$ cat config.mk
export PLATFORM = sky130hd
export DESIGN_NAME = fr_timer
export DESIGN_NICKNAME = d
export VERILOG_FILES = /design/src/rtl/fr_timer_pkg.sv /design/src/rtl/fr_prescale.sv /design/src/rtl/fr_count.sv /design/src/rtl/fr_regs.sv /design/src/rtl/fr_timer.sv
export SDC_FILE = /design/constraint.sdc
export NUM_CORES = 1
export LEC_CHECK = 0
export BUFFER_PORTS_ARGS = -buffer_cell sky130_fd_sc_hd__buf_4
export CAP_MARGIN = 20
export CORE_MARGIN = 3
export CORE_UTILIZATION = 25
export DETAILED_ROUTE_END_ITERATION = 10
export PLACE_DENSITY_LB_ADDON = 0.25
export SYNTH_ARGS = -nofsm -noshare
export SYNTH_HDL_FRONTEND = slang
export SYNTH_HIERARCHICAL = 1
export SYNTH_SLANG_ARGS = --single-unit
export TNS_END_PERCENT = 1
$ cat constraint.sdc
create_clock -name clk -period 2.7 [get_ports clk]
set_input_delay 0.405 -clock clk [delete_from_list [all_inputs] [get_ports clk]]
set_output_delay 0.405 -clock clk [all_outputs]
set_load 0.005 [all_outputs]
$ cat src/rtl/fr_timer_pkg.sv
package fr_timer_pkg;
  localparam int SEL_W    = 3;
  localparam int BIT_CLR  = 7;
  localparam int BIT_MODE = 6;
  localparam int BIT_FLAG = 5;
  localparam int BIT_IE   = 4;
  localparam int BIT_EN   = 3;

  typedef struct packed {
    logic             mode;
    logic             flag;
    logic             ie;
    logic             en;
    logic [SEL_W-1:0] sel;
  } ctl_t;
endpackage

$ cat src/rtl/fr_prescale.sv
module fr_prescale #(
  parameter int SEL_W = 3
) (
  input  logic             clk,
  input  logic             rst_n,
  input  logic [SEL_W-1:0] sel,
  output logic             tick
);
  localparam int PW = (1 << SEL_W) - 1;

  logic [PW-1:0] pre_q, pre_d, mask;

  always_comb begin
    pre_d = pre_q + 1'b1;
    for (int i = 0; i < PW; i++) mask[i] = (i < int'(sel));
    tick = &(pre_q | ~mask);
  end

  always_ff @(posedge clk or negedge rst_n) begin
    if (!rst_n) pre_q <= '0;
    else        pre_q <= pre_d;
  end
endmodule

$ cat src/rtl/fr_count.sv
module fr_count #(
  parameter int CW = 16
) (
  input  logic          clk,
  input  logic          rst_n,
  input  logic          cen,
  input  logic          sw_clr,
  input  logic          rst_req,
  input  logic [CW-1:0] cmp,
  output logic [CW-1:0] cnt,
  output logic          match_hit,
  output logic          pend
);
  logic [CW-1:0] cnt_q, cnt_d;
  logic          pend_q, pend_d;
  logic          eq;

  always_comb begin
    eq     = (cnt_q == cmp);
    cnt_d  = cnt_q;
    pend_d = pend_q | rst_req;
    if (sw_clr) begin
      cnt_d  = '0;
      pend_d = 1'b0;
    end else if (cen) begin
      pend_d = 1'b0;
      if (pend_q || rst_req || eq) cnt_d = '0;
      else                         cnt_d = cnt_q + 1'b1;
    end
    match_hit = cen & ~sw_clr & eq;
  end

  always_ff @(posedge clk or negedge rst_n) begin
    if (!rst_n) begin
      cnt_q  <= '0;
      pend_q <= 1'b0;
    end else begin
      cnt_q  <= cnt_d;
      pend_q <= pend_d;
    end
  end

  assign cnt  = cnt_q;
  assign pend = pend_q;
endmodule

$ cat src/rtl/fr_regs.sv
module fr_regs
  import fr_timer_pkg::*;
#(
  parameter int CW = 16
) (
  input  logic          clk,
  input  logic          rst_n,
  input  logic          bus_wr,
  input  logic          bus_rd,
  input  logic          bus_rmw,
  input  logic          bus_addr,
  input  logic [CW-1:0] bus_wdata,
  input  logic          match_hit,
  output ctl_t          ctl,
  output logic [CW-1:0] cmp,
  output logic          sw_clr,
  output logic [CW-1:0] rdata
);
  ctl_t          ctl_q, ctl_d;
  logic [CW-1:0] cmp_q, cmp_d, rd_q, rd_d;
  logic          wr_ctl;

  always_comb begin
    wr_ctl = bus_wr & ~bus_addr;
    sw_clr = wr_ctl & bus_wdata[BIT_CLR];
    ctl_d  = ctl_q;
    cmp_d  = cmp_q;
    rd_d   = rd_q;
    if (wr_ctl) begin
      ctl_d.mode = bus_wdata[BIT_MODE];
      ctl_d.ie   = bus_wdata[BIT_IE];
      ctl_d.en   = bus_wdata[BIT_EN];
      ctl_d.sel  = bus_wdata[SEL_W-1:0];
      ctl_d.flag = ctl_q.flag & bus_wdata[BIT_FLAG];
    end
    if (match_hit) ctl_d.flag = 1'b1;
    if (bus_wr && bus_addr) cmp_d = bus_wdata;
    if (bus_rd) begin
      if (bus_addr) rd_d = cmp_q;
      else rd_d = {{(CW-8){1'b0}}, 1'b0, ctl_q.mode, ctl_q.flag | bus_rmw,
                   ctl_q.ie, ctl_q.en, ctl_q.sel};
    end
  end

  always_ff @(posedge clk or negedge rst_n) begin
    if (!rst_n) begin
      ctl_q <= '0;
      cmp_q <= '0;
      rd_q  <= '0;
    end else begin
      ctl_q <= ctl_d;
      cmp_q <= cmp_d;
      rd_q  <= rd_d;
    end
  end

  assign ctl   = ctl_q;
  assign cmp   = cmp_q;
  assign rdata = rd_q;
endmodule

$ cat src/rtl/fr_timer.sv
module fr_timer
  import fr_timer_pkg::*;
#(
  parameter int CW = 16
) (
  input  logic          clk,
  input  logic          rst_n,
  input  logic          bus_wr,
  input  logic          bus_rd,
  input  logic          bus_rmw,
  input  logic          bus_addr,
  input  logic [CW-1:0] bus_wdata,
  output logic [CW-1:0] bus_rdata,
  input  logic          wr_timing,
  input  logic          pos_detect,
  output logic [CW-1:0] count_o,
  output logic          run_o,
  output logic          irq_o
);
  logic [1:0]    rs_q;
  logic          rst_s;
  ctl_t          ctl;
  logic [CW-1:0] cmp_val;
  logic          tick, cen, sw_clr, match_hit, pend, rst_req;

  always_ff @(posedge clk or negedge rst_n) begin
    if (!rst_n) rs_q <= 2'b00;
    else        rs_q <= {rs_q[0], 1'b1};
  end
  assign rst_s = rs_q[1];

  fr_prescale #(.SEL_W(SEL_W)) u_pre (
    .clk(clk), .rst_n(rst_s), .sel(ctl.sel), .tick(tick)
  );

  fr_regs #(.CW(CW)) u_regs (
    .clk(clk), .rst_n(rst_s), .bus_wr(bus_wr), .bus_rd(bus_rd),
    .bus_rmw(bus_rmw), .bus_addr(bus_addr), .bus_wdata(bus_wdata),
    .match_hit(match_hit), .ctl(ctl), .cmp(cmp_val), .sw_clr(sw_clr),
    .rdata(bus_rdata)
  );

  always_comb begin
    cen     = ctl.en & tick;
    rst_req = ctl.mode ? pos_detect : wr_timing;
  end

  fr_count #(.CW(CW)) u_cnt (
    .clk(clk), .rst_n(rst_s), .cen(cen), .sw_clr(sw_clr), .rst_req(rst_req),
    .cmp(cmp_val), .cnt(count_o), .match_hit(match_hit), .pend(pend)
  );

  assign run_o = ctl.en;
  assign irq_o = ctl.ie & ctl.flag;
endmodule

Yosys cells after proc, flatten, opt, wreduce, memory -nomap -nowiden
Index checks and enable logic that the tools add are counted.
{"block": "op_classes", "n_addsub": 2, "n_lt_le_gt_ge": 7, "eq_ne": 1, "mux": 9, "bitwise": 13, "reduce_logical": 6}
{"op": "$mux 16", "count": 4}
{"op": "$add 16x1->16 const B", "count": 1}
{"op": "$eq 16x16->1", "count": 1}
{"op": "$lt 3x3->1 const A", "count": 3}
{"op": "$add 7x1->7 const B", "count": 1}
{"op": "$and 1x1->1", "count": 7}
{"op": "$not 7->7", "count": 1}
{"op": "$or 7x7->7", "count": 1}
{"op": "$reduce_and 7->1", "count": 1}
{"op": "$lt 1x3->1 const A", "count": 2}
{"op": "$lt 2x3->1 const A", "count": 2}
{"op": "$mux 6", "count": 1}
{"op": "$mux 1", "count": 4}
{"op": "$reduce_bool 2->1", "count": 2}
{"op": "$logic_or 1x1->1", "count": 2}
{"op": "$not 1->1", "count": 2}
{"op": "$or 1x1->1", "count": 2}
{"op": "$logic_and 1x1->1", "count": 1}
{"block": "word_totals", "register_bits": 65, "input_bits": 24, "output_inout_bits": 34}

Longest topological paths before layout
{"block": "depth", "ltp_word": 8, "ltp_mapped": 9, "mapped_depth_nobuf": 8}

Cells and area by module
The synthesis kept the hierarchy.
{"module": "fr_regs", "n_inst": 1, "cells_per_inst": 122, "area_each_um2": 1612.8, "seq_area_each_um2": 975.9}
{"module": "fr_count", "n_inst": 1, "cells_per_inst": 120, "area_each_um2": 1133.6, "seq_area_each_um2": 425.4}
{"module": "fr_prescale", "n_inst": 1, "cells_per_inst": 27, "area_each_um2": 314.1, "seq_area_each_um2": 175.2}
{"module": "fr_timer", "n_inst": 1, "cells_per_inst": 6, "area_each_um2": 81.3, "seq_area_each_um2": 50.0}

Worst setup path after synthesis
No wires, ideal clock.
{"block": "synth_path", "kind": "register -> register", "from": "register u_pre.pre_q[0]", "to": "register u_cnt.cnt_q[15] (netlist: u_cnt/cnt[15])", "setup_time_ns": 0.101, "arrival_time_ns": 2.158, "slack_ns": 0.442, "stages_incl_launch_ff": 10, "cell_sequence": "dfrtp_1 > and2_4 > nand3_2 > a221o_1 > a222oi_1 > and2_1 > nor4b_1 > nand2_1 > buf_4 > o311ai_2"}
{"block": "synth_via", "elab_chain_cells": 4}
{"item": "from (decl)", "line_no": "fr_prescale.sv:11", "rtl": "logic [PW-1:0] pre_q, pre_d, mask;"}
{"item": "from (signal assigned)", "line_no": "fr_prescale.sv:21", "rtl": "else pre_q <= pre_d;"}
{"item": "$or 7x7->7", "line_no": "fr_prescale.sv:16", "rtl": "tick = &(pre_q | ~mask);"}
{"item": "$reduce_and 7->1", "line_no": "fr_prescale.sv:16"}
{"item": "net tick", "line_no": "fr_timer.sv:24", "rtl": "logic tick, cen, sw_clr, match_hit, pend, rst_req;"}
{"item": "$and 1x1->1", "line_no": "fr_timer.sv:44", "rtl": "cen = ctl.en & tick;"}
{"item": "net cen", "line_no": "fr_timer.sv:24"}
{"item": "$reduce_bool 2->1 (no line)"}
{"item": "to (signal assigned)", "line_no": "fr_count.sv:38", "rtl": "cnt_q <= cnt_d;"}
{"item": "to (decl)", "line_no": "fr_count.sv:14", "rtl": "logic [CW-1:0] cnt_q, cnt_d;"}
The timed path passes the listed nets, and every way through them passes these cells.
A chain may end at the register's enable or synchronous reset.

Worst setup path in the final report
{"block": "layout_path", "from": "register u_pre.pre_q[0]", "to": "register u_cnt.cnt_q[13] (netlist: u_cnt/cnt[13])"}
The elaborated chain is that of the path after synthesis.

==> flow_summary_export.csv <==
group,metric,value,unit
status,status,"finished clean",
clock_tree,cts_tree,"built",
synthesis,syn_area_per_cell,11.4,um2
job,max-cap-violations,0,
worst_hold_path,hold_class,"reg -> async",
placement,gp_congestion,0.801,
global_route,grt_start_max_net_pins,38,
synthesis,synth_ff_type,"dfrtp_1",
routing,vias,2232,
synthesis,synth_area_leaders,"dfrtp_1, xor2_1, mux2_4",
clock_tree,clock-sinks,65,
timing,finalSetupTns,0,ns
setup_path,startpoint,"u_pre/pre_q[0]",
synthesis,synth-edff-count,0,
cells_and_area,area_growth,29.0,%
die,die_x,118,um
global_route,grt_pass1_vias,2347,
routing,drtIter0Drc,85,
global_route,global_route.overflow_total,0,
timing,setup_viol,0,
setup_path,crit_path_max_fanout,12,
setup_path,cp-start-kind,"flip-flop",
timing,layout_min_cycle_time,2.37,ns
timing,hold_violations,0,
synthesis,syn-cell-area,3140,um2
synthesis,synthArstFlopShare,100,%
cells_and_area,drive_gt1_share,32.5,%
synthesis,synth_seq_area_share,51.8,%
routing,vias_per_cell,4.41,
setup_path,crit_arrival,2.57,ns
clock_tree,htreeDepth,3,
cells_and_area,antennaDiodeCount,0,
global_route,grt_pass1_wl,12500,um
synthesis,synth_area_leader_cell,"dfrtp_1",
pwr,pwr-share-clk,45.8,%
timing,slew_viol_final,0,
timing,fmax,421,MHz
pwr,total_power,0.00270,W
routing,avgRoutedWirePerCell,14.8,um
placement,placed_cell_area,3710,um2
synthesis,syn_nets,301,
synthesis,synth_top_area_share,51.8,%
synthesis,yosys_warnings,6,
die,rows,40,
die,die_h,118,um
setup_path,cp.required,2.90,ns
pwr,seq_power_share,42.7,%
die,io_pins,58,
synthesis,ys_seq_elements,65,
global_route,track_usage,11.3,%
pwr,netSwitchingPower,0.000613,W
clock_tree,cts_buffers,9,
cells_and_area,layout.nets,359,
timing,tightest_slew,0.639,ns
pwr,internal_power,0.00209,W
die,core,12200,um2
synthesis,synthCells,275,
pwr,leakage,1.86,nW
routing,drcViolationCount,0,
clock_tree,clkSlewWorstSetupHoldPaths,0.05,ns
die,dieArea,13900,um2
clock_tree,cts-root-buf,"clkbuf_16",
timing,maxSlewHeadroom,57.4,%
pwr,peakVddDrop,0.330,mV
timing,min_period_over_period,87.9,%
timing,fin_skew,0.00576,ns
global_route,antenna_found_initial,0,
timing,setup_slack,0.326,ns
clock_tree,clock_path_buffers,2,
setup_path,critPathKind,"reg -> reg",
clock_tree,clk_latency,0.32,ns
placement,dp_slack,0.271,ns
setup_path,setup.worst_path.end_class,"flip-flop",
routing,drtPass1Iterations,4,
placement,io_buffers,57,
placement,place_hpwl,5530,um
clock_tree,postCtsSetupRepairBufs,0,
pwr,combPwrFrac,11.4,%
timing,grt_setup_unrepaired,"no",
die,start_util,25.8,%
cells_and_area,design_area,4050,um2
pwr,power_density,666,nW/um2
routing,wl,7480,um
routing,ant_nets,0,
pwr,sw_frac_of_total,22.7,%
setup_path,r2r_start,"u_pre/pre_q[0]",
synthesis,ys_types,47,
==> registers in the layout, summed over array words and instances (netlist names) <==
signal,flops
rs_q,2
u_cnt/cnt,16
u_cnt/pend,1
u_pre/pre_q,7
u_regs/cmp,16
u_regs/ctl,7
u_regs/rdata,16
==> critical path: stages (launching register included) <==
cell	delay (ns)
dfrtp_1	0.40
and2_4	0.18
nand3_2	0.06
a221o_1	0.26
a222oi_1	0.25
and2_1	0.20
nor4b_2	0.28
nand2_2	0.23
o311ai_0	0.38
==> power groups by stage <==
stage | Sequential [W] | Combinational (W) | Clock [W]
floorplan | 0.00116 | 0.000177 | 0
global placement | 0.00117 | 0.000305 | 0
detailed placement | 0.00117 | 0.000310 | 0
CTS | 0.00116 | 0.000311 | 0.00127
global route | 0.00117 | 0.000342 | 0.00132
finish | 0.00115 | 0.000308 | 0.00124
==> repair_timing <==
item / in CTS / in global routing
gates resized for setup: 0 / 1
setup endpoints to repair: 0 / 1
endpoints found under the hold margin: 2 / 0
hold buffers: 1 / 0
==> cell families (layout without fill, tap and decap cells) <==
logic type                 after synthesis  after routing  synth area share [%]
buffers and inverters                   28             91                  5.38
muxes                                   31             31                  12.1
and+or+nand+nor                         80             80                  13.7
other                                    1              1                 0.119
xor gates and xnor gates                28             28                  7.81
AOI/OAI and AO/OA                       40             40                  8.36
DFF                                     65             65                  51.8
adders and majority gates                2              2                 0.796
==> metal layers <==
layer,GRT usage (%),vias to the layer above,share of wire [%]
li1,-,1082,-
met1,14.7,1093,46
met2,17.4,51,47
met3,4.18,6,5.5
met4,3.59,0,1.1
met5,0,-,0
==> cell type report <==
class                           instances  area (um2)
Multi-Input combinational cell        182        1360
Clock buffer                           15         298
Sequential cell                        65        1630
Clock inverter                          1        30.0
Tap cell                              168         210
Fill cell                            1248        8110
Inverter                               12        45.0
Timing Repair Buffer                   63         488
==> through the flow <==
step | utilization [%] | instances | hold slack [ns]
floorplan | - | 275 | 0.109
global placement | 30.5 | 488 | 0.189
CTS | 33.3 | 505 | 0.304
detailed placement | 30.5 | 488 | 0.190
global route | 33.3 | 506 | 0.300
finish | 33.3 | 506 | 0.292
==> layout by cell type, fill, tap and decap left out, drive strengths merged, types with 9 or more instances in the layout <==
cell,n
o21ai,18
nand2,20
buf,62
nand3,21
inv,12
mux2,23
dfrtp,65
nand4,9
xor2,22
nor2,10
clkbuf,15
==> path summary, 6_finish.rpt <==
check	end	slack (ns)	cells after the start
min in group clk	u_regs/cmp[9]	0.31	2
setup / recovery	u_cnt/cnt[13]	0.33	8
hold reg to reg	u_regs/rdata[4]	0.29	0
max in group asynchronous	u_cnt/cnt[13]	1.79	1
setup reg to reg	u_cnt/cnt[13]	0.33	8
hold / removal	u_regs/rdata[4]	0.29	0
==> cell usage after synthesis (2+ instances only) <==
cell type  count
o311ai_2       2
buf_4          4
nand4_1        9
nor3_1         2
nand3_1       20
buf_6          6
mux2_4        11
and3_1         2
xnor2_1        6
mux2_2        12
dfrtp_1       65
clkbuf_1       3
a31oi_1        4
and2_1         3
xor2_1        22
buf_2          2
nand2_1       19
a21oi_1        7
o21ai_0       18
inv_1         12
nor2_1        10
ha_1           2
mux2i_1        8
nor4_1         3
Power figures use the tool's default switching activity.
